$ cat src/rtl/dma_arb_pkg.sv
package dma_arb_pkg;
  localparam int unsigned CH_PER_CTRL = 4;
  localparam int unsigned CH_IW       = $clog2(CH_PER_CTRL);
  localparam int unsigned EXT_CH      = 2 * CH_PER_CTRL - 1;

  typedef logic [CH_IW-1:0] ch_idx_t;

  function automatic logic [CH_PER_CTRL-1:0] idx_to_onehot(ch_idx_t i);
    logic [CH_PER_CTRL-1:0] v;
    v    = '0;
    v[i] = 1'b1;
    return v;
  endfunction
endpackage

$ cat src/rtl/dma_req_sync.sv
module dma_req_sync #(
  parameter int unsigned W      = 7,
  parameter int unsigned STAGES = 2
) (
  input  logic         clk,
  input  logic         rst_n,
  input  logic [W-1:0] d,
  output logic [W-1:0] q
);
  logic [W-1:0] stage_q [STAGES];

  genvar s;
  generate
    for (s = 0; s < STAGES; s++) begin : g_stage
      logic [W-1:0] stage_d;
      if (s == 0) begin : g_first
        assign stage_d = d;
      end else begin : g_rest
        assign stage_d = stage_q[s-1];
      end
      always_ff @(posedge clk or negedge rst_n) begin
        if (!rst_n) stage_q[s] <= '0;
        else        stage_q[s] <= stage_d;
      end
    end
  endgenerate

  assign q = stage_q[STAGES-1];
endmodule

$ cat src/rtl/dma_prio_arb.sv
module dma_prio_arb
  import dma_arb_pkg::*;
(
  input  logic                   clk,
  input  logic                   rst_n,
  input  logic                   rotate,
  input  logic                   allow,
  input  logic [CH_PER_CTRL-1:0] req,
  output logic [CH_PER_CTRL-1:0] grant,
  output logic                   start,
  output ch_idx_t                start_idx
);
  logic    busy_q, busy_d;
  ch_idx_t idx_q, idx_d;
  ch_idx_t last_q, last_d;
  ch_idx_t base, cand, pick_idx;
  logic    found;

  // Search order begins at base and wraps around the slots.
  always_comb begin
    base     = rotate ? ch_idx_t'(last_q + 1'b1) : '0;
    found    = 1'b0;
    pick_idx = base;
    cand     = base;
    for (int k = 0; k < CH_PER_CTRL; k++) begin
      cand = ch_idx_t'(base + ch_idx_t'(k));
      if (!found && req[cand]) begin
        found    = 1'b1;
        pick_idx = cand;
      end
    end
  end

  assign start     = !busy_q && allow && found;
  assign start_idx = pick_idx;

  // Next state: hold while the request stays, release when it falls.
  always_comb begin
    busy_d = busy_q;
    idx_d  = idx_q;
    last_d = last_q;
    if (busy_q) begin
      if (!req[idx_q]) busy_d = 1'b0;
    end else if (start) begin
      busy_d = 1'b1;
      idx_d  = pick_idx;
      last_d = pick_idx;
    end
  end

  always_ff @(posedge clk or negedge rst_n) begin
    if (!rst_n) begin
      busy_q <= 1'b0;
      idx_q  <= '0;
      last_q <= ch_idx_t'(CH_PER_CTRL - 1);
    end else begin
      busy_q <= busy_d;
      idx_q  <= idx_d;
      last_q <= last_d;
    end
  end

  assign grant = busy_q ? idx_to_onehot(idx_q) : '0;

  // an active granted request keeps its grant
  a_r8_hold_grant: assert property (@(posedge clk) disable iff (!rst_n)
    ((grant & req) != '0) |=> (grant == $past(grant)));

  // a granted request that has fallen loses the grant
  a_r9_release: assert property (@(posedge clk) disable iff (!rst_n)
    ((grant != '0) && ((grant & req) == '0)) |=> (grant == '0));

  // in fixed mode a fresh grant never skips a lower requesting slot
  a_r6_fixed_lowest: assert property (@(posedge clk) disable iff (!rst_n)
    (start && !rotate) |=> ((($past(req)) & (grant - 1'b1)) == '0));
endmodule

$ cat src/rtl/dma_cascade_arbiter.sv
module dma_cascade_arbiter
  import dma_arb_pkg::*;
#(
  parameter int unsigned SYNC_STAGES = 2
) (
  input  logic                   clk,
  input  logic                   rst_n,
  input  logic                   cfg_req_high,
  input  logic                   cfg_ack_high,
  input  logic                   cfg_rotate,
  input  logic [CH_PER_CTRL-1:0] chan_req_a,
  input  logic [CH_PER_CTRL-2:0] chan_req_b,
  output logic [CH_PER_CTRL-1:0] chan_ack_a,
  output logic [CH_PER_CTRL-2:0] chan_ack_b
);
  // Reset: asserted at once, released after two clock edges.
  logic [1:0] rst_pipe_q, rst_pipe_d;
  logic       rst_int_n;

  assign rst_pipe_d = {rst_pipe_q[0], 1'b1};

  always_ff @(posedge clk or negedge rst_n) begin
    if (!rst_n) rst_pipe_q <= '0;
    else        rst_pipe_q <= rst_pipe_d;
  end

  assign rst_int_n = rst_pipe_q[1];

  // Normalise the request level, then synchronise.
  logic [EXT_CH-1:0] req_raw, req_norm, req_act;

  assign req_raw  = {chan_req_b, chan_req_a};
  assign req_norm = cfg_req_high ? req_raw : ~req_raw;

  dma_req_sync #(.W(EXT_CH), .STAGES(SYNC_STAGES)) i_sync (
    .clk   (clk),
    .rst_n (rst_int_n),
    .d     (req_norm),
    .q     (req_act)
  );

  // Two-level tree: the lower group enters the upper one as slot 0.
  logic [CH_PER_CTRL-1:0] lo_req, up_req, lo_grant, up_grant;
  logic                   up_start, lo_start, lo_allow;
  ch_idx_t                up_start_idx, lo_start_idx;

  assign lo_req = req_act[CH_PER_CTRL-1:0];
  assign up_req = {req_act[EXT_CH-1:CH_PER_CTRL], |lo_req};

  dma_prio_arb i_upper (
    .clk       (clk),
    .rst_n     (rst_int_n),
    .rotate    (cfg_rotate),
    .allow     (1'b1),
    .req       (up_req),
    .grant     (up_grant),
    .start     (up_start),
    .start_idx (up_start_idx)
  );

  assign lo_allow = up_grant[0] || (up_start && (up_start_idx == '0));

  dma_prio_arb i_lower (
    .clk       (clk),
    .rst_n     (rst_int_n),
    .rotate    (cfg_rotate),
    .allow     (lo_allow),
    .req       (lo_req),
    .grant     (lo_grant),
    .start     (lo_start),
    .start_idx (lo_start_idx)
  );

  // Acknowledge level.
  assign chan_ack_a = cfg_ack_high ? lo_grant : ~lo_grant;
  assign chan_ack_b = cfg_ack_high ? up_grant[CH_PER_CTRL-1:1] : ~up_grant[CH_PER_CTRL-1:1];

  // one grant across both controllers
  a_r5_single_grant: assert property (@(posedge clk) disable iff (!rst_int_n)
    $onehot0({up_grant[CH_PER_CTRL-1:1], lo_grant}));

  // a lower-group grant sits under a held channel 4
  a_r10_cascade_link: assert property (@(posedge clk) disable iff (!rst_int_n)
    (lo_grant != '0) |-> up_grant[0]);

  // the lower controller only starts a grant when the upper one lets it
  a_r10_lower_gated: assert property (@(posedge clk) disable iff (!rst_int_n)
    lo_start |-> lo_allow);

  // no grant while reset is held internally
  a_r1_reset_quiet: assert property (@(posedge clk)
    !rst_int_n |-> (({up_grant, lo_grant} == '0) && (lo_start_idx == lo_start_idx)));
endmodule

$ cat config.mk
export PLATFORM = sky130hd
export DESIGN_NAME = dma_cascade_arbiter
export DESIGN_NICKNAME = d
export VERILOG_FILES = /design/src/rtl/dma_arb_pkg.sv /design/src/rtl/dma_req_sync.sv /design/src/rtl/dma_prio_arb.sv /design/src/rtl/dma_cascade_arbiter.sv
export SDC_FILE = /design/constraint.sdc
export NUM_CORES = 1
export LEC_CHECK = 0
export BUFFER_PORTS_ARGS = -buffer_cell sky130_fd_sc_hd__clkbuf_2
export CORE_MARGIN = 2
export CORE_UTILIZATION = 45
export CTS_BUF_LIST = sky130_fd_sc_hd__clkbuf_4 sky130_fd_sc_hd__clkbuf_8 sky130_fd_sc_hd__clkbuf_16
export CTS_CLUSTER_DIAMETER = 80
export DETAILED_ROUTE_END_ITERATION = 16
export GPL_ROUTABILITY_DRIVEN = 0
export PLACE_DENSITY_LB_ADDON = 0.12
export SLEW_MARGIN = 30
export SYNTH_ARGS = -nofsm -noshare
export SYNTH_HDL_FRONTEND = slang
export SYNTH_SLANG_ARGS = --single-unit
$ cat constraint.sdc
create_clock -name clk -period 0.8 [get_ports clk]
set_input_delay 0.08 -clock clk [delete_from_list [all_inputs] [get_ports clk]]
set_output_delay 0.08 -clock clk [all_outputs]
set_load 0.01 [all_outputs]
# == Word level (Yosys, flattened, before mapping) ==
# Index checks and enable logic that the tools add are counted.
# W data, S select, Z words.
# word_totals
wordCells,110
memories,0
rom_bits,0
latchBits,0
ff_bits,26
out_inout_bits,7
ram_bits,0
# op_classes
n_shift,0
order_cmp,12
add_sub_neg,8
n_mux,51
n_eq_ne,0
bitwise_logic,5
n_mul,0
div_mod_pow,0
n_reduce_logical,25
# ops
operator,n
$lt A2 B3 Y1 const B,10
$mux W1,26
$bmux W1 S2,10
$mux W2,8
$logic_and A1 B1 Y1,12
$mux W4,3
$add A2 B1 Y2 const B,4
$add A2 B2 Y2 const B,4
$logic_not A1 Y1,8
$mux W7,1
$not A7 Y7,1
$demux W1 S2,2
$ge A2 B1 Y1 const B,2
$not A4 Y4,1
$reduce_and A2 Y1,2
$reduce_or A4 Y1,1
$mux W3,1
$not A3 Y3,1
$logic_not A2 Y1,1
$not A1 Y1,2
$logic_or A1 B1 Y1,1

# == Logic depth before layout (Yosys ltp) ==
# depth
word_depth,21
mapped_depth,7
mapped_depth_nobuf,6

# == Hierarchy ==
# Synthesis repeated with hierarchy kept, for this count alone.
# unflattened
hier_cells,198
area_unflattened_um2,1871.8
# by_module_without_submodules
mod,instances,cells_each,seq_area_each_um2,area_each_um2
dma_prio_arb (i_upper),1,82,127.6,688.2
dma_prio_arb (i_lower),1,80,127.6,628.1
dma_req_sync,1,14,350.3,350.3
dma_cascade_arbiter,1,22,50.0,205.2

# == Worst setup path after synthesis ==
# Ideal clock, no wire load.
# synth_path
kind,reg-to-reg
startpoint,register i_upper.last_q[0]
endpoint,register i_lower.last_q[0]
setup_ns,0.075
path_stages_with_launch,8
arrival_ns,2.021
t_required_ns,0.725
path_slack_ns,-1.296
cell_sequence,dfstp_2 > buf_4 > nand3b_1 > a221oi_1 > a211oi_1 > or4_4 > o21ai_4 > mux2i_1
# synth_between
elab_chain_len,20
# synth_rtl
item,line_no,rtl
from (decl),dma_prio_arb.sv:15,"ch_idx_t last_q, last_d;"
from (signal assigned),dma_prio_arb.sv:55,last_q <= ch_idx_t'(CH_PER_CTRL - 1);
from (signal assigned),dma_prio_arb.sv:59,last_q <= last_d;
$add A2 B1 Y2 (*),dma_prio_arb.sv:21,base = rotate ? ch_idx_t'(last_q + 1'b1) : '0;
$mux W2 (*),dma_prio_arb.sv:21,
"parallel branches: the longest is 13 deep, another holds $add A2 B1 Y2",n/a,
$logic_and A1 B1 Y1 (*),dma_cascade_arbiter.sv:61,assign lo_allow = up_grant[0] || (up_start && (up_start_idx == '0));
$logic_or A1 B1 Y1 (*),dma_cascade_arbiter.sv:61,
$logic_and A1 B1 Y1 (*) (2 in a row),dma_prio_arb.sv:34,assign start = !busy_q && allow && found;
$reduce_and A2 Y1 (no source line) (*),n/a,
to (signal assigned),dma_prio_arb.sv:55,
to (signal assigned),dma_prio_arb.sv:59,
to (decl),dma_prio_arb.sv:15,
# Every way passes the cells marked *. The select of a mux whose other input is x is not followed.
# A chain may end at the register's enable or synchronous reset.

# == Worst setup path after layout ==
# Ends and elaborated chain as after synthesis.

==> flow_metrics.py <==
metrics = {
    "grt": {
        "grt_max_degree": 25,
        "first_global_vias": 1437,
        "antenna_found_initial": 0,
        "grt_first_pass_wirelength_um": 6190,
        "grt-ovfl-total": 0,
        "track_usage": 0.194,
    },
    "timing": {
        "holdWs_ns": 0.0767,
        "tns_ns": -14.69,
        "slew_violations": 0,
        "skew_ns": 0.00513,
        "period_needed_ns": 2.09,
        "fin_crit_sh": 2.61,
        "fmax_mhz": 478,
        "finalSetupViolations": 17,
        "hold_viol": 0,
        "rsz0062_at_grt": "yes",
        "worst_slack_ns": -1.29,
    },
    "logic_synthesis": {
        "synth_top_area_frac": 0.350,
        "ys_types": 48,
        "avgSynthCellArea_um2": 10.1,
        "synth_nets": 167,
        "yosysMostFrequentCell": "dfrtp_1",
        "ys.flop_type": "dfrtp_1",
        "synth_top_cell_by_area": "dfrtp_1",
        "synth_edf_count": 0,
        "synthTopCellsByCount": "dfrtp_1 (22), nor2_1 (13), xnor2_1 (10)",
        "synth_async_sr_flop_share": 1.00,
        "synthTopCellsByArea": "dfrtp_1 (35%), dfstp_2 (6.7%), xnor2_1 (5.6%)",
        "yosysWarnings": 0,
        "synth_area_um2": 1570,
        "ys_ff_latch": 26,
        "ys_seq_area_frac": 0.417,
        "synth_cells": 155,
    },
    "layout": {
        "seq_area_um2": 659,
        "areaGrowthSynthToFinish_pct": 42.9,
        "drive_gt1_frac": 0.467,
        "fin_area_um2": 2250,
        "multi_input_area_um2": 992,
        "fin_nets": 226,
        "fillers": 266,
        "n_antenna_cell": 0,
    },
    "power": {
        "p_per_area_nw_per_um2": 2970,
        "clkPwrFrac": 0.077,
        "p_leak_nw": 0.958,
        "ir_drop_uv": 1870,
        "intPower_mw": 4.13,
        "finalPower_mw": 6.68,
        "seqPwrFrac": 0.305,
        "combPwrFrac": 0.617,
        "switchingPower_mw": 2.55,
        "p_sw_frac": 0.382,
    },
    "worst_setup_path": {
        "r2r-start": "i_upper.last_q[0]$_DFFE_PN1P_",
        "slowest_stage": "dfstp_2",
        "path_cells": "nand3b_1 > a221oi_2 > a211oi_2 > or4_4 > o21ai_4 > mux2i_1",
        "r2r-end": "i_lower.last_q[0]$_DFFE_PN1P_",
        "cp_num_buf_inv": 0,
        "path_delay_family": "simple AND/OR/NAND/NOR gates",
        "start_kind": "flop",
        "rr_worst_depth": 6,
        "slowest_delay_ns": 0.60,
        "worstPathMaxFanout": 6,
        "required_ns": 1.04,
        "endpoint_kind": "flop",
        "path_class": "reg2reg",
        "arrival_ns": 2.33,
        "reg2reg_slack_ns": -1.29,
    },
    "status": {
        "status": "finished with violations",
        "violations": "negative setup slack",
    },
    "floorplanning": {
        "die_width_um": 63.1,
        "start_util": 0.471,
        "core_area_um2": 3340,
        "dieArea_um2": 3980,
        "die_y_um": 63.1,
        "io_pins": 19,
        "rows": 21,
    },
    "clocking": {
        "root_buffer": "clkbuf_4",
        "cts_buffers": 3,
        "clk_path_buf_depth": 2,
        "clock_latency_ns": 0.31,
        "cts_tree": "done",
        "cts.sinks": 26,
        "htree_levels": 1,
        "clk_pin_slew_ns": 0.13,
    },
    "placed_design": {
        "pre_cts_ws_ns": -1.35,
        "hpwlAfterDp_um": 2630,
        "numPortBuffers": 18,
        "placed_area_um2": 2040,
    },
    "detailed_routing": {
        "ant_nets": 0,
        "wl_um": 3510,
        "wl_per_cell_um": 13.6,
        "via_per_inst": 5.26,
        "post-route-drc-count": 0,
        "vias": 1357,
        "dr.first_iter.drc_count": 72,
        "drtPass1Iterations": 4,
    },
    "hold_path": {
        "hp-class": "in2async",
    },
    "run": {
        "drv_cap": 0,
    },
}
worst max-delay path by stage:
stage | start | to | slack, ns | depth (start not counted)
2_1_floorplan | i_upper.last_q[0]$_DFFE_PN1P_ | i_lower.last_q[0]$_DFFE_PN1P_ | -1.26 | 7
3_3_place_gp | i_lower.last_q[1]$_DFFE_PN1P_ | i_lower.last_q[0]$_DFFE_PN1P_ | -1.28 | 7
3_5_place_dp | i_lower.last_q[1]$_DFFE_PN1P_ | i_lower.last_q[0]$_DFFE_PN1P_ | -1.35 | 7
4_1_cts | i_upper.last_q[0]$_DFFE_PN1P_ | i_lower.last_q[0]$_DFFE_PN1P_ | -1.31 | 6
5_1_grt | i_upper.last_q[0]$_DFFE_PN1P_ | i_lower.last_q[0]$_DFFE_PN1P_ | -1.44 | 6
6_report | i_upper.last_q[0]$_DFFE_PN1P_ | i_lower.last_q[0]$_DFFE_PN1P_ | -1.29 | 6
layout by cell type (no fill, tap or decap), types with 2 or more instances in the layout:
cell type,count
a21o_1,3
xnor2_2,2
buf_2,5
dlygate4sd3_1,8
nor2_1,10
nand2_1,4
nor3b_2,2
clkbuf_2,13
xor2_1,2
inv_1,4
nor3_1,3
nand3_4,2
xor2_2,4
and3_4,2
or4_4,2
a21oi_1,5
nor2b_2,2
clkbuf_4,3
buf_6,7
a21boi_0,3
mux2i_1,7
nand3b_1,4
dfstp_2,4
o21a_1,3
nor3b_1,2
and2b_1,3
dfrtp_2,3
nor2_2,3
dfrtp_1,19
buf_4,30
a21oi_2,2
o21ai_0,4
mux4_2,2
or4_1,2
nand2b_1,3
xnor2_1,8
layout make-up:
type	count	share of cell area
clock buffer	3	0.0100
timing repair buffer	64	0.220
inverter	5	0.00947
tap	46	0.0256
multi-input combinational	114	0.442
sequential	26	0.293
routing by layer:
layer | wire length (um) | vias up | global-route usage
met5 | 0 | - | 0
met4 | 36 | 0 | 0.0778
met3 | 91 | 4 | 0.0196
met2 | 1900 | 21 | 0.356
met1 | 1490 | 677 | 0.230
li1 | - | 655 | -
kinds of logic (layout without fill, tap and decap cells):
family / after synthesis / in the layout / share of synthesized area
muxes: 11 / 11 / 0.0986
AOI/OAI and AO/OA: 31 / 31 / 0.140
other: 1 / 1 / 0.00238
DFF: 26 / 26 / 0.417
buffers and inverters: 15 / 72 / 0.0446
xor gates and xnor gates: 16 / 16 / 0.0891
and+or+nand+nor: 55 / 55 / 0.208
power by group through the flow:
stage	Clock [mW]	Combinational, mW	Sequential, mW
final	0.517	4.12	2.04
after global routing	0.595	4.48	2.10
after CTS	0.539	4.05	2.03
after detailed placement	0	3.65	2.04
after global placement	0	3.54	2.02
after floorplan	0	2.29	2.12
sequential cells by signal, indices dropped and copies added, names as in the netlist:
signal / cells
i_lower.busy_q: 1
i_upper.last_q: 2
i_lower.last_q: 2
i_sync.g_stage.stage_d: 7
i_sync.q: 7
i_upper.idx_q: 2
rst_pipe_q: 2
i_lower.idx_q: 2
i_upper.busy_q: 1
metrics by stage:
stage               utilization  instances
detailed placement        0.612        245
global placement          0.612        245
floorplan                     -        155
CTS                       0.669        258
finish                    0.673        258
global route              0.673        258
what timing repair did:
action / in CTS / in global routing
hold buffers: 8 / 0
pin swaps: 6 / 0
setup endpoints to repair: 17 / 17
resized for setup: 20 / 9
endpoints found under the hold margin: 9 / 0
setup buffers: 3 / 1
Power figures use the tool's default switching activity.
